**src/rtl/trap_vec_pkg.sv**
```systemverilog
package trap_vec_pkg;

  typedef enum logic [1:0] {
    LVL_USER = 2'd0,
    LVL_PRIV = 2'd1,
    LVL_HYP  = 2'd2
  } lvl_e;

  typedef enum logic [1:0] {
    MODE_RED  = 2'd0,
    MODE_HYP  = 2'd1,
    MODE_PRIV = 2'd2,
    MODE_ERR  = 2'd3
  } mode_e;

  localparam int RED_TT       = 5;
  localparam int WDOG_TT      = 2;
  localparam int HYP_TT_FLOOR = 384;
  localparam int VEC_SHIFT    = 5;

endpackage

```
**src/rtl/trap_route.sv**
```systemverilog
module trap_route
  import trap_vec_pkg::*;
#(
  parameter int TT_W    = 9,
  parameter int TL_W    = 3,
  parameter int MAX_TL  = 6,
  parameter int MAX_PTL = 2
) (
  input  logic [TT_W-1:0] tt,
  input  logic [TL_W-1:0] tl,
  input  logic            ps_priv,
  input  logic            hp_priv,
  input  logic            hp_red,
  input  logic [2:0]      route_tbl,
  output mode_e           mode,
  output logic [TT_W-1:0] vec_tt,
  output logic            to_hyp
);

  localparam logic [TL_W-1:0] TL_RED   = TL_W'(MAX_TL - 1);
  localparam logic [TL_W-1:0] TL_ERR   = TL_W'(MAX_TL);
  localparam logic [TL_W-1:0] TL_PCEIL = TL_W'(MAX_PTL);
  localparam logic [TT_W-1:0] TT_FLOOR = TT_W'(HYP_TT_FLOOR);

  lvl_e cur;
  logic tgt_hyp;

  always_comb begin
    if (hp_priv)      cur = LVL_HYP;
    else if (ps_priv) cur = LVL_PRIV;
    else              cur = LVL_USER;
  end

  assign tgt_hyp = route_tbl[cur];

  always_comb begin
    mode   = MODE_PRIV;
    vec_tt = tt;
    to_hyp = 1'b0;
    if (hp_red || tl == TL_RED) begin
      mode   = MODE_RED;
      vec_tt = TT_W'(RED_TT);
      to_hyp = 1'b1;
    end else if (tl >= TL_ERR) begin
      mode   = MODE_ERR;
      vec_tt = '0;
    end else if (tl > TL_PCEIL && !tgt_hyp) begin
      mode   = MODE_HYP;
      vec_tt = TT_W'(WDOG_TT);
      to_hyp = 1'b1;
    end else if (tgt_hyp || tt >= TT_FLOOR) begin
      mode   = MODE_HYP;
      to_hyp = 1'b1;
    end
  end

endmodule

```
**src/rtl/trap_vec_addr.sv**
```systemverilog
module trap_vec_addr
  import trap_vec_pkg::*;
#(
  parameter int              ADDR_W     = 64,
  parameter int              TT_W       = 9,
  parameter int              TL_W       = 3,
  parameter int              INSN_BYTES = 4,
  parameter logic [ADDR_W-1:0] RED_BASE = 64'h0000_00FF_F000_0000
) (
  input  mode_e                      mode,
  input  logic [TT_W-1:0]            vec_tt,
  input  logic [TL_W-1:0]            tl,
  input  logic [ADDR_W-TT_W-7:0]     tba_hi,
  input  logic [ADDR_W-TT_W-6:0]     htba_hi,
  output logic [ADDR_W-1:0]          pc,
  output logic [ADDR_W-1:0]          npc,
  output logic [ADDR_W-1:0]          nnpc
);

  localparam int OFF_W = TT_W + VEC_SHIFT;
  localparam int NSEQ  = 3;

  logic [OFF_W-1:0]  off;
  logic [ADDR_W-1:0] base;
  logic [ADDR_W-1:0] seq [NSEQ];

  assign off = {vec_tt, {VEC_SHIFT{1'b0}}};

  always_comb begin
    case (mode)
      MODE_RED:  base = RED_BASE | {{(ADDR_W-8){1'b0}}, off[7:0]};
      MODE_HYP:  base = {htba_hi, off};
      MODE_PRIV: base = {tba_hi, (tl != '0), off};
      default:   base = '0;
    endcase
  end

  for (genvar i = 0; i < NSEQ; i++) begin : g_seq
    assign seq[i] = (mode == MODE_ERR) ? '0 : base + ADDR_W'(i * INSN_BYTES);
  end

  assign pc   = seq[0];
  assign npc  = seq[1];
  assign nnpc = seq[2];

endmodule

```
**src/rtl/trap_dispatch.sv**
```systemverilog
module trap_dispatch
  import trap_vec_pkg::*;
#(
  parameter int ADDR_W     = 64,
  parameter int TT_W       = 9,
  parameter int MAX_TL     = 6,
  parameter int MAX_PTL    = 2,
  parameter int TL_W       = $clog2(MAX_TL + 1),
  parameter int INSN_BYTES = 4,
  parameter logic [ADDR_W-1:0] RED_BASE = 64'h0000_00FF_F000_0000
) (
  input  logic                   clk,
  input  logic                   rst_n,
  input  logic                   req_valid,
  output logic                   req_ready,
  input  logic [TT_W-1:0]        req_tt,
  input  logic [TL_W-1:0]        req_tl,
  input  logic                   ps_priv,
  input  logic                   hp_priv,
  input  logic                   hp_red,
  input  logic [2:0]             route_tbl,
  input  logic [ADDR_W-TT_W-7:0] tba_hi,
  input  logic [ADDR_W-TT_W-6:0] htba_hi,
  output logic                   out_valid,
  output logic [1:0]             out_mode,
  output logic [TT_W-1:0]        out_tt,
  output logic                   out_to_hyp,
  output logic [ADDR_W-1:0]      out_pc,
  output logic [ADDR_W-1:0]      out_npc,
  output logic [ADDR_W-1:0]      out_nnpc,
  output logic                   error_state
);

  localparam logic [ADDR_W-1:0] RED_PC =
    RED_BASE | ADDR_W'((RED_TT << VEC_SHIFT) & 255);

  mode_e             mode_c, mode_q;
  logic [TT_W-1:0]   tt_c, tt_q;
  logic              hyp_c, hyp_q;
  logic [ADDR_W-1:0] pc_c, npc_c, nnpc_c;
  logic [ADDR_W-1:0] pc_q, npc_q, nnpc_q;
  logic              vld_q, err_q, take;

  assign req_ready = !err_q;
  assign take      = req_valid && req_ready;

  trap_route #(
    .TT_W(TT_W), .TL_W(TL_W), .MAX_TL(MAX_TL), .MAX_PTL(MAX_PTL)
  ) u_route (
    .tt(req_tt), .tl(req_tl), .ps_priv(ps_priv), .hp_priv(hp_priv),
    .hp_red(hp_red), .route_tbl(route_tbl),
    .mode(mode_c), .vec_tt(tt_c), .to_hyp(hyp_c)
  );

  trap_vec_addr #(
    .ADDR_W(ADDR_W), .TT_W(TT_W), .TL_W(TL_W),
    .INSN_BYTES(INSN_BYTES), .RED_BASE(RED_BASE)
  ) u_addr (
    .mode(mode_c), .vec_tt(tt_c), .tl(req_tl),
    .tba_hi(tba_hi), .htba_hi(htba_hi),
    .pc(pc_c), .npc(npc_c), .nnpc(nnpc_c)
  );

  always_ff @(posedge clk or negedge rst_n) begin
    if (!rst_n) begin
      vld_q  <= 1'b0;
      err_q  <= 1'b0;
      mode_q <= MODE_PRIV;
      tt_q   <= '0;
      hyp_q  <= 1'b0;
      pc_q   <= '0;
      npc_q  <= '0;
      nnpc_q <= '0;
    end else begin
      vld_q <= take;
      if (take) begin
        mode_q <= mode_c;
        tt_q   <= tt_c;
        hyp_q  <= hyp_c;
        pc_q   <= pc_c;
        npc_q  <= npc_c;
        nnpc_q <= nnpc_c;
        if (mode_c == MODE_ERR) err_q <= 1'b1;
      end
    end
  end

  assign out_valid   = vld_q;
  assign out_mode    = mode_q;
  assign out_tt      = tt_q;
  assign out_to_hyp  = hyp_q;
  assign out_pc      = pc_q;
  assign out_npc     = npc_q;
  assign out_nnpc    = nnpc_q;
  assign error_state = err_q;


  valid_pulse_chk: assert property (@(posedge clk) disable iff (!rst_n)
    (req_valid && req_ready) |=> out_valid);


  idle_quiet_chk: assert property (@(posedge clk) disable iff (!rst_n)
    !(req_valid && req_ready) |=> !out_valid);


  err_sticky_chk: assert property (@(posedge clk) disable iff (!rst_n)
    error_state |=> error_state);


  err_entry_chk: assert property (@(posedge clk) disable iff (!rst_n)
    (out_valid && out_mode == MODE_ERR) |-> (error_state && !req_ready));


  red_vec_chk: assert property (@(posedge clk) disable iff (!rst_n)
    (out_valid && out_mode == MODE_RED) |-> (out_pc == RED_PC && out_to_hyp));


  seq_step_chk: assert property (@(posedge clk) disable iff (!rst_n)
    (out_valid && out_mode != MODE_ERR) |->
      (out_npc == out_pc + ADDR_W'(INSN_BYTES) &&
       out_nnpc == out_npc + ADDR_W'(INSN_BYTES)));


  priv_flag_chk: assert property (@(posedge clk) disable iff (!rst_n)
    (out_valid && out_mode == MODE_PRIV) |-> !out_to_hyp);

endmodule

```
**config.mk**
```make
export PLATFORM = sky130hd
export DESIGN_NAME = trap_dispatch
export DESIGN_NICKNAME = d
export VERILOG_FILES = /design/src/rtl/trap_vec_pkg.sv /design/src/rtl/trap_route.sv /design/src/rtl/trap_vec_addr.sv /design/src/rtl/trap_dispatch.sv
export SDC_FILE = /design/constraint.sdc
export NUM_CORES = 1
export LEC_CHECK = 0
export ABC_AREA = 1
export BUFFER_PORTS_ARGS = -buffer_cell sky130_fd_sc_hd__buf_2
export CELL_PAD_IN_SITES_DETAIL_PLACEMENT = 1
export CELL_PAD_IN_SITES_GLOBAL_PLACEMENT = 2
export CORE_MARGIN = 3
export CORE_UTILIZATION = 30
export CTS_BUF_LIST = sky130_fd_sc_hd__clkbuf_8
export DETAILED_ROUTE_END_ITERATION = 10
export GPL_ROUTABILITY_DRIVEN = 0
export GPL_TIMING_DRIVEN = 0
export PLACE_DENSITY = 0.94
export SYNTH_ARGS = -nofsm -noshare
export SYNTH_HDL_FRONTEND = slang
export SYNTH_HIERARCHICAL = 1
export SYNTH_SLANG_ARGS = --single-unit
```
**constraint.sdc**
```tcl
create_clock -name clk -period 1.25 [get_ports clk]
set_clock_uncertainty 0.1 [all_clocks]
set_input_delay 0.125 -clock clk [delete_from_list [all_inputs] [get_ports clk]]
set_output_delay 0.125 -clock clk [all_outputs]
set_load 0.05 [all_outputs]
```
Word-level counts from Yosys, hierarchy flattened
Index checks and enable logic that the tools add are counted.
{"block": "op_classes", "n_addsub": 2, "multipliers": 0, "div_mod_pow": 0, "magnitude_cmp": 4, "n_eq_ne": 4, "shift": 0, "mux": 19, "bitwise": 0, "n_reduce_logical": 9}
{"operator": "64-bit two-way mux", "count": 3}
{"operator": "64-bit one-hot mux with 3 select lines", "count": 1}
{"operator": "64-bit by 3-bit adder with 64-bit output (second input constant)", "count": 1}
{"operator": "64-bit by 4-bit adder with 64-bit output (second input constant)", "count": 1}
{"operator": "9-bit two-way mux", "count": 3}
{"operator": "2-bit two-way mux", "count": 5}
{"operator": "9-bit >= comparator (second input constant)", "count": 1}
{"operator": "1-bit two-way mux", "count": 6}
{"operator": "2-bit equality test (second input constant)", "count": 2}
{"operator": "3-bit equality test (second input constant)", "count": 1}
{"operator": "3-bit >= comparator (second input constant)", "count": 1}
{"operator": "3-bit by 2-bit greater-than comparator with 1-bit output (second input constant)", "count": 1}
{"operator": "2-bit by 3-bit < comparator with 1-bit output (second input constant)", "count": 1}
{"operator": "3-bit nonzero test", "count": 1}
{"operator": "1-bit binary-select mux with 2-bit select", "count": 1}
{"operator": "2-bit by 1-bit equality test with 1-bit output (second input constant)", "count": 1}
{"operator": "1-bit logical AND", "count": 2}
{"operator": "1-bit zero test", "count": 2}
{"operator": "2-bit zero test", "count": 1}
{"operator": "1-bit logical OR", "count": 2}
{"operator": "2-bit AND reduction", "count": 1}
{"block": "totals", "regBits": 206, "latchBits": 0, "ramBits": 0, "mem_bits_ro": 0, "input_bits": 120, "out_inout_bits": 207, "n_memories": 0}

Longest topological paths before layout
Gate-level depths: netlist of run 1.
{"block": "logic_depth", "word_depth": 13, "ltp_mapped": 16, "depth_no_buf": 13}

Hierarchy
The synthesis of run 1 kept the hierarchy.
{"mod": "trap_dispatch", "instances": 1, "cells_each": 891, "area_per_inst_um2": 8199.1, "seq_area_each_um2": 5156.2}
{"mod": "trap_vec_addr", "instances": 1, "cells_each": 317, "area_per_inst_um2": 1771.7, "seq_area_each_um2": 0.0}
{"mod": "trap_route", "instances": 1, "cells_each": 47, "area_per_inst_um2": 226.5, "seq_area_each_um2": 0.0}

Worst setup path before layout of run 1
No wires, ideal clock.
{"block": "synth_timing", "path_type": "input port to flip-flop", "from": "input port req_tl[1]", "to": "register pc_q[60], in the netlist out_pc[60]", "arrival_time_ps": 1620, "setup_slack_ps": -589, "cell_stages": 14, "n_path_buf": 3, "path_cell_list": "inv_1 -> a31oi_4 -> inv_1 -> a21oi_1 -> inv_2 -> nand2_2 -> inv_2 -> buf_4 -> buf_6 -> nand2_1 -> nand2_1 -> buf_4 -> nand3_1 -> nand2_1"}
{"block": "synth_between", "elab_chain_cells": 8, "elab_cells_between_ends": 14, "cone_classes": "order compare: 2; eq/ne: 4; mux: 5; reduce/logical: 3"}
{"item": "start: declaration", "line": "trap_dispatch.sv:17", "text": "input logic [TL_W-1:0] req_tl,"}
{"item": "3-bit by 2-bit greater-than comparator with 1-bit output", "line": "trap_route.sv:47", "text": "end else if (tl > TL_PCEIL && !tgt_hyp) begin"}
{"item": "1-bit logical AND", "line": "trap_route.sv:47"}
{"item": "2-bit two-way mux", "line": "trap_route.sv:47"}
{"item": "2-bit two-way mux", "line": "trap_route.sv:44", "text": "end else if (tl >= TL_ERR) begin"}
{"item": "2-bit two-way mux (*)", "line": "trap_route.sv:40", "text": "if (hp_red || tl == TL_RED) begin"}
{"item": "via mode_c[0]", "line": "trap_dispatch.sv:37", "text": "mode_e mode_c, mode_q;"}
{"item": "2-bit equality test, or another cell as far along", "line": "trap_vec_addr.sv:30", "text": "case (mode)"}
{"item": "64-bit one-hot mux with 3 select lines", "line": "trap_vec_addr.sv:30"}
{"item": "64-bit two-way mux (*)", "line": "trap_vec_addr.sv:39", "text": "assign seq[i] = (mode == MODE_ERR) ? '0 : base + ADDR_W'(i * INSN_BYTES);"}
{"item": "via pc_c[60]", "line": "trap_dispatch.sv:40", "text": "logic [ADDR_W-1:0] pc_c, npc_c, nnpc_c;"}
{"item": "end signal: assignment", "line": "trap_dispatch.sv:80", "text": "pc_q <= pc_c;"}
{"item": "end: declaration", "line": "trap_dispatch.sv:41", "text": "logic [ADDR_W-1:0] pc_q, npc_q, nnpc_q;"}
Mark *: on every way through the listed nets, which the timed path passes. The rest lies on a longest branch.
A chain may end at the register's enable or synchronous reset.

Worst setup path after layout of run 1
{"block": "layout_timing", "from": "input port hp_priv", "to": "register npc_q[45], in the netlist out_npc[45]"}
{"block": "layout_between", "elab_chain_cells": 12, "elab_cells_between_ends": 20, "cone_classes": "add/sub: 1; eq/ne: 3; mux: 12; reduce/logical: 4"}
{"item": "start: declaration", "line": "trap_dispatch.sv:19", "text": "input logic hp_priv,"}
{"item": "2-bit two-way mux (*)", "line": "trap_route.sv:29", "text": "if (hp_priv) cur = LVL_HYP;"}
{"item": "1-bit binary-select mux with 2-bit select (*)", "line": "trap_route.sv:34", "text": "assign tgt_hyp = route_tbl[cur];"}
{"item": "1-bit two-way mux (implied by the code) (*)", "line": "trap_route.sv:34"}
{"item": "1-bit logical OR / 1-bit zero test (equally long branches)", "line": "trap_route.sv:51, trap_route.sv:47"}
{"item": "2-bit two-way mux / 1-bit logical AND (equally long branches)", "line": "trap_route.sv:51, trap_route.sv:47"}
{"item": "2-bit two-way mux (*)", "line": "trap_route.sv:47"}
{"item": "2-bit two-way mux (*)", "line": "trap_route.sv:44"}
{"item": "2-bit two-way mux (*)", "line": "trap_route.sv:40"}
{"item": "via mode_c[1]", "line": "trap_dispatch.sv:37"}
{"item": "2-bit equality test, or another cell as far along", "line": "trap_vec_addr.sv:30"}
{"item": "64-bit one-hot mux with 3 select lines", "line": "trap_vec_addr.sv:30"}
{"item": "64-bit by 3-bit adder with 64-bit output", "line": "trap_vec_addr.sv:39"}
{"item": "64-bit two-way mux (*)", "line": "trap_vec_addr.sv:39"}
{"item": "via npc_c[45]", "line": "trap_dispatch.sv:40"}
{"item": "end signal: assignment", "line": "trap_dispatch.sv:81", "text": "npc_q <= npc_c;"}
{"item": "end: declaration", "line": "trap_dispatch.sv:41"}
Mark *: on every way through the listed nets, which the timed path passes. The rest lies on a longest branch. The select of a mux whose other input is x is not followed.

==> results_dict.tcl, run 1 <==
set metrics [dict create \
    setup_viol 412 \
    cp.required_ns 1.62 \
    clock_sinks 206 \
    syn_area_um2 10200 \
    die-area_um2 36240 \
    cp-start-kind "input pin" \
    yosysWarnings 6 \
    power_frac_seq 0.395 \
    drt-pass1-iter-count 4 \
    cts_hold_buf 103 \
    avgRoutedWirePerCell_um 26.56 \
    whs_ns -0.4884 \
    internal-power_mw 11.94 \
    slew-limit-headroom 0.3930 \
    critPathTopFamily "simple AND/OR/NAND/NOR gates" \
    die_h_um 190.4 \
    max-clock-path-buffers 3 \
    vias 12390 \
    comb_power_share 0.177 \
    crit_fanout 6 \
    timing_hold_violations_final 108 \
    clkLatencyLatePin_ns 0.54 \
    synth_top_area_frac 0.5031 \
    utilization 0.6472 \
    grtUsageMet1 0.3083 \
    fin_area_um2 21380 \
    placed_area_um2 12720 \
    critical_path.cell_chain "buf_8, inv_6, or2_4, nand2_8, nand2_4, a21oi_4, buf_6, nand2_8, inv_6, buf_12, buf_16, nand2_4, nand2_4, buf_6, nand3_2, nand2_1" \
    avgSynthCellArea_um2 8.125 \
    yosysTopAreaCell "dfrtp_1" \
    cts_buffers 39 \
    start_util 0.3087 \
    layout.cells.most_common_list "286 x buf_6, 239 x buf_4, 207 x nand2_1" \
    antenna_found_initial 10 \
    cts_tree "built" \
    syn_inst 1255 \
    dp_hpwl_mm 28.12 \
    drive_above_1_share 0.6636 \
    crit_buf_inv 7 \
    htreeDepth 2 \
    drv_slew 0 \
    grt_remaining_overflow 0 \
    detail-route-antenna-nets 0 \
    yosys_register_bits 206 \
    leakagePower_nw 11.18 \
    endpoint_kind "flip-flop" \
    root_buffer "clkbuf_8" \
    pwr-share-clk 0.427 \
    ioPinCount 327 \
    die_w_um 190.4 \
    min_period_ns 1.653 \
    area_delta_synth_final_pct 109.6 \
    wirelength_mm 64.62 \
    power.density_nw_per_um2 788.9 \
    post-route-period-util 1.323 \
    outcome "finished with violations" \
    violations "hold timing, setup timing" \
    place_ws_ns -1.178 \
    hold_path_class "input pin to asynchronous set/reset pin" \
    drtIter0Drc 653 \
    path_class "input pin to flip-flop" \
    synth.top_cells.by_area "dfrtp_1 50%, nand2_1 21%, buf_4 10%" \
    slowest_stage "or2_4" \
    cp_common_cell "nand2_4" \
    fill_cells 3477 \
    clk_pin_slew_worst_paths_ns 0.07 \
    p_sw_mw 4.921 \
    fin_ws_ns -0.4034 \
    grtUsageTotal 0.2670 \
    grt-busiest-layer "met2" \
    coreArea_um2 33030 \
    tightest_slew_ns 0.9105 \
    rsz0062_at_grt "yes" \
    drv_cap 0 \
    rows 66 \
    grt_pass1_wl_mm 74.58 \
    met2_usage 0.4792 \
    final_common_cell "buf_6" \
    grt_start_max_net_pins 106 \
    synth-seq-area-share 0.5056 \
    cp_slowest_stage_delay_ns 0.25 \
    drc 0 \
    use_met3 0.06379 \
    port-buffer-count 325 \
    vias_per_cell 5.094 \
    irDropWorstVdd_mv 0.5475 \
    grt_pass1_vias 12440 \
    clock.fmax_mhz 604.8 \
    switching_share 0.2918 \
    fin_nets 2077 \
    critPathArrivalTime_ns 2.02 \
    synth_cell_types 21 \
]
-- routing by layer --
metal / routed length [um] / vias up / share of wire
met1: 22770 / 6326 / 0.35
met3: 4471 / 238 / 0.069
met4: 3702 / 4 / 0.057
met2: 33650 / 577 / 0.52
met5: 28 / - / 0.00043
li1: - / 5249 / -
-- power by group through the flow --
stage               clock [mW]  sequential (mW)  combinational, mW
finish                    7.20             6.67               2.99
global route              7.59             6.66               3.11
CTS                       7.02             6.67               2.39
detailed placement           0             6.79               1.60
global placement             0             6.79               1.56
floorplan                    0             6.79              0.961
-- cells in the mapped netlist, drive strengths merged --
cell type  number
a31oi           1
nand3         205
clkbuf          8
dfrtp         205
clkinv          1
buf           202
nand2         574
dfstp           1
a21boi          6
a21oi           3
nor2           13
conb            1
inv            21
o21ai          13
or2             1
-- repair_timing --
action                                  in CTS  in global routing
pin swaps                                   91                135
endpoints found under the hold margin      246                107
buffers inserted                            44                151
endpoints found under the setup margin     410                412
cloned                                      27                 11
gates resized for setup                    432               1090
-- path summary, 6_finish.rpt --
check                                to  cells past startpoint        start  slack, ns
max reg2reg                  out_pc[53]                      7  error_state      -0.30
max                         out_npc[45]                     16      hp_priv      -0.40
max in group asynchronous    out_pc[17]                      2        rst_n       0.45
min                        out_nnpc[42]                      1        rst_n      -0.49
min in group clk              out_tt[5]                      5    req_tt[5]      -0.11
min reg2reg                  out_to_hyp                      2   out_to_hyp       0.40
-- sequential cells by signal, indices dropped and copies added (netlist names) --
register     count
out_to_hyp       1
out_nnpc        64
out_mode         2
out_pc          64
out_valid        1
out_tt           9
out_npc         64
error_state      1
-- through the flow --
stage | power [mW] | instances | setup TNS [ns]
after floorplan | 7.753 | 1267 | -70.45
after global placement | 8.354 | 2034 | -954.12
after detailed placement | 8.394 | 2035 | -189.15
after CTS | 16.09 | 2274 | -78.18
after global routing | 17.36 | 2433 | -76.48
final | 16.86 | 2433 | -63.47
-- kinds of logic after synthesis --
logic type      synth area share
flops                     0.5056
compound gates           0.01509
simple gates              0.3202
other cells            0.0003677
buf+inv                   0.1586
-- cell type report --
class | instances | area, um2 | share of cell area
Inverter | 22 | 115.1 | 0.005385
Timing Repair Buffer | 651 | 6559 | 0.3068
Buffer | 207 | 2185 | 0.1022
Clock inverter | 19 | 130.1 | 0.006087
Tap cell | 442 | 553.0 | 0.02587
Antenna cell | 8 | 20.02 | 0.0009365
Clock buffer | 48 | 660.6 | 0.03090
Multi-Input combinational cell | 830 | 5995 | 0.2804
Sequential cell | 206 | 5160 | 0.2414
(Power assumes the default switching activity.)
==> run 2, diff against run 1 <==
--- a/config.mk
+++ b/config.mk
@@ -16,6 +16,7 @@
 export GPL_ROUTABILITY_DRIVEN = 0
 export GPL_TIMING_DRIVEN = 0
 export PLACE_DENSITY = 0.94
+export RECOVER_POWER = 100
 export SYNTH_ARGS = -nofsm -noshare
 export SYNTH_HDL_FRONTEND = slang
 export SYNTH_HIERARCHICAL = 1
==> run 2 against run 1 <==
The run still ends with hold timing, setup timing left. Clock power about the same. Sequential cell count unchanged. Worst hold slack got worse by 0.0018 ns. Sequential share of layout area about the same. Global-route usage unchanged. Die area unchanged. Count of clock-buffer cells in the layout unchanged. Total power decreased by 0.13%. Critical path type unchanged. Critical endpoint unchanged. Largest cell class unchanged. Highest routed layer unchanged.
==> results_dict.tcl, run 2 (synthesized netlist as in run 1, its figures left out) <==
set metrics [dict create \
    utilization 0.6468 \
    drv_slew 0 \
    cp-start-kind "input pin" \
    grtUsageTotal 0.2670 \
    irDropWorstVdd_mv 0.5447 \
    path_class "input pin to flip-flop" \
    clkLatencyLatePin_ns 0.53 \
    drt-pass1-iter-count 5 \
    area_delta_synth_final_pct 109.5 \
    clock_sinks 206 \
    outcome "finished with violations" \
    setup_viol 412 \
    rrSetupSlack_ns -0.30 \
    htreeDepth 2 \
    hold_path_class "input pin to asynchronous set/reset pin" \
    grt_start_max_net_pins 106 \
    whs_ns -0.4902 \
    grt_pass1_vias 12440 \
    vias 12460 \
    drc 0 \
    crit_buf_inv 7 \
    fin_ws_ns -0.4060 \
    leakagePower_nw 11.18 \
    antenna_found_initial 10 \
    dp_hpwl_mm 28.12 \
    post-route-period-util 1.325 \
    cp_slowest_stage_delay_ns 0.25 \
    wirelength_mm 64.66 \
    root_buffer "clkbuf_8" \
    fill_cells 3478 \
    rsz0062_at_grt "yes" \
    critical_path.cell_chain "buf_8, inv_6, or2_4, nand2_8, nand2_4, a21oi_4, buf_6, nand2_8, inv_6, buf_12, buf_16, nand2_4, nand2_4, buf_6, nand3_2, nand2_1" \
    critPathArrivalTime_ns 2.02 \
    start_util 0.3087 \
    timing_hold_violations_final 108 \
    power.density_nw_per_um2 788.3 \
    placed_area_um2 12720 \
    coreArea_um2 33030 \
    final.setup.tns_ns -63.15 \
    fin_area_um2 21360 \
    rows 66 \
    die_h_um 190.4 \
    slowest_stage "or2_4" \
    grt_pass1_wl_mm 74.58 \
    violations "hold timing, setup timing" \
    clk_pin_slew_worst_paths_ns 0.07 \
    tightest_slew_ns 0.8980 \
    fin_nets 2077 \
    slew-limit-headroom 0.4014 \
    min_period_ns 1.656 \
    drive_above_1_share 0.6636 \
    crit_fanout 6 \
    cp_common_cell "nand2_4" \
    layout.cells.most_common_list "286 x buf_6, 238 x buf_4, 207 x nand2_1" \
    cts_tree "built" \
    post-place-cells 2035 \
    clock.fmax_mhz 603.9 \
    die_w_um 190.4 \
    grt_remaining_overflow 0 \
    crit_cells 16 \
    max-clock-path-buffers 3 \
    detail-route-antenna-nets 0 \
    drv_cap 0 \
    port-buffer-count 325 \
    finalNonFillerCells 2433 \
    vias_per_cell 5.122 \
    drtIter0Drc 642 \
    critPathTopFamily "simple AND/OR/NAND/NOR gates" \
    die-area_um2 36240 \
    ff2ff_path_depth 7 \
    endpoint_kind "flip-flop" \
    cts_hold_buf 103 \
    avgRoutedWirePerCell_um 26.58 \
    final_common_cell "buf_6" \
    cp.required_ns 1.62 \
    ioPinCount 327 \
    cts_buffers 39 \
]
-- run 2: through the flow --
stage | total power [mW] | setup slack [ns]
floorplan | 7.753 | -0.5234
global placement | 8.354 | -4.255
detailed placement | 8.394 | -1.178
CTS | 16.09 | -0.3161
global route | 17.36 | -0.4097
finish | 16.84 | -0.4060
-- run 2: final timing paths --
check                            start      endpoint
setup / recovery               hp_priv   out_npc[45]
hold / removal                   rst_n  out_nnpc[38]
setup reg to reg           error_state    out_pc[53]
hold reg to reg             out_to_hyp    out_to_hyp
max in group asynchronous        rst_n    out_pc[17]
min in group clk             req_tt[5]     out_tt[5]
-- run 2: routing by layer --
| metal | vias to the layer above | wire [um] | global-route usage |
|---|---|---|---|
| li1 | 5250 | - | - |
| met2 | 590 | 33650 | 0.4792 |
| met4 | 4 | 3635 | 0.1010 |
| met5 | - | 28 | 0 |
| met3 | 227 | 4531 | 0.06379 |
| met1 | 6392 | 22810 | 0.3083 |
-- run 2: final cells by class --
type,count,area (um2),share of cell area
buffer,207,2185,0.1023
sequential,206,5160,0.2415
multi-input combinational,830,5995,0.2806
timing repair buffer,651,6546,0.3064
inverter,22,115.1,0.005388
clock inverter,19,130.1,0.006091
antenna,8,20.02,0.0009370
tap,442,553.0,0.02589
clock buffer,48,660.6,0.03092
-- run 2: what timing repair did --
action | in CTS | in global routing
resized for setup | 432 | 1090
gates cloned | 27 | 11
pin swaps | 91 | 135
endpoints found under the setup margin | 410 | 412
buffers inserted | 44 | 151
endpoints found under the hold margin | 246 | 107
-- run 2: where the power goes --
part	total, mW	switching, mW	internal (mW)	leakage, nW
Combinational	2.99	1.59	1.40	7.85
Sequential	6.67	0	6.67	2.87
Clock	7.19	3.32	3.87	0.457
Total	16.8	4.90	11.9	11.2
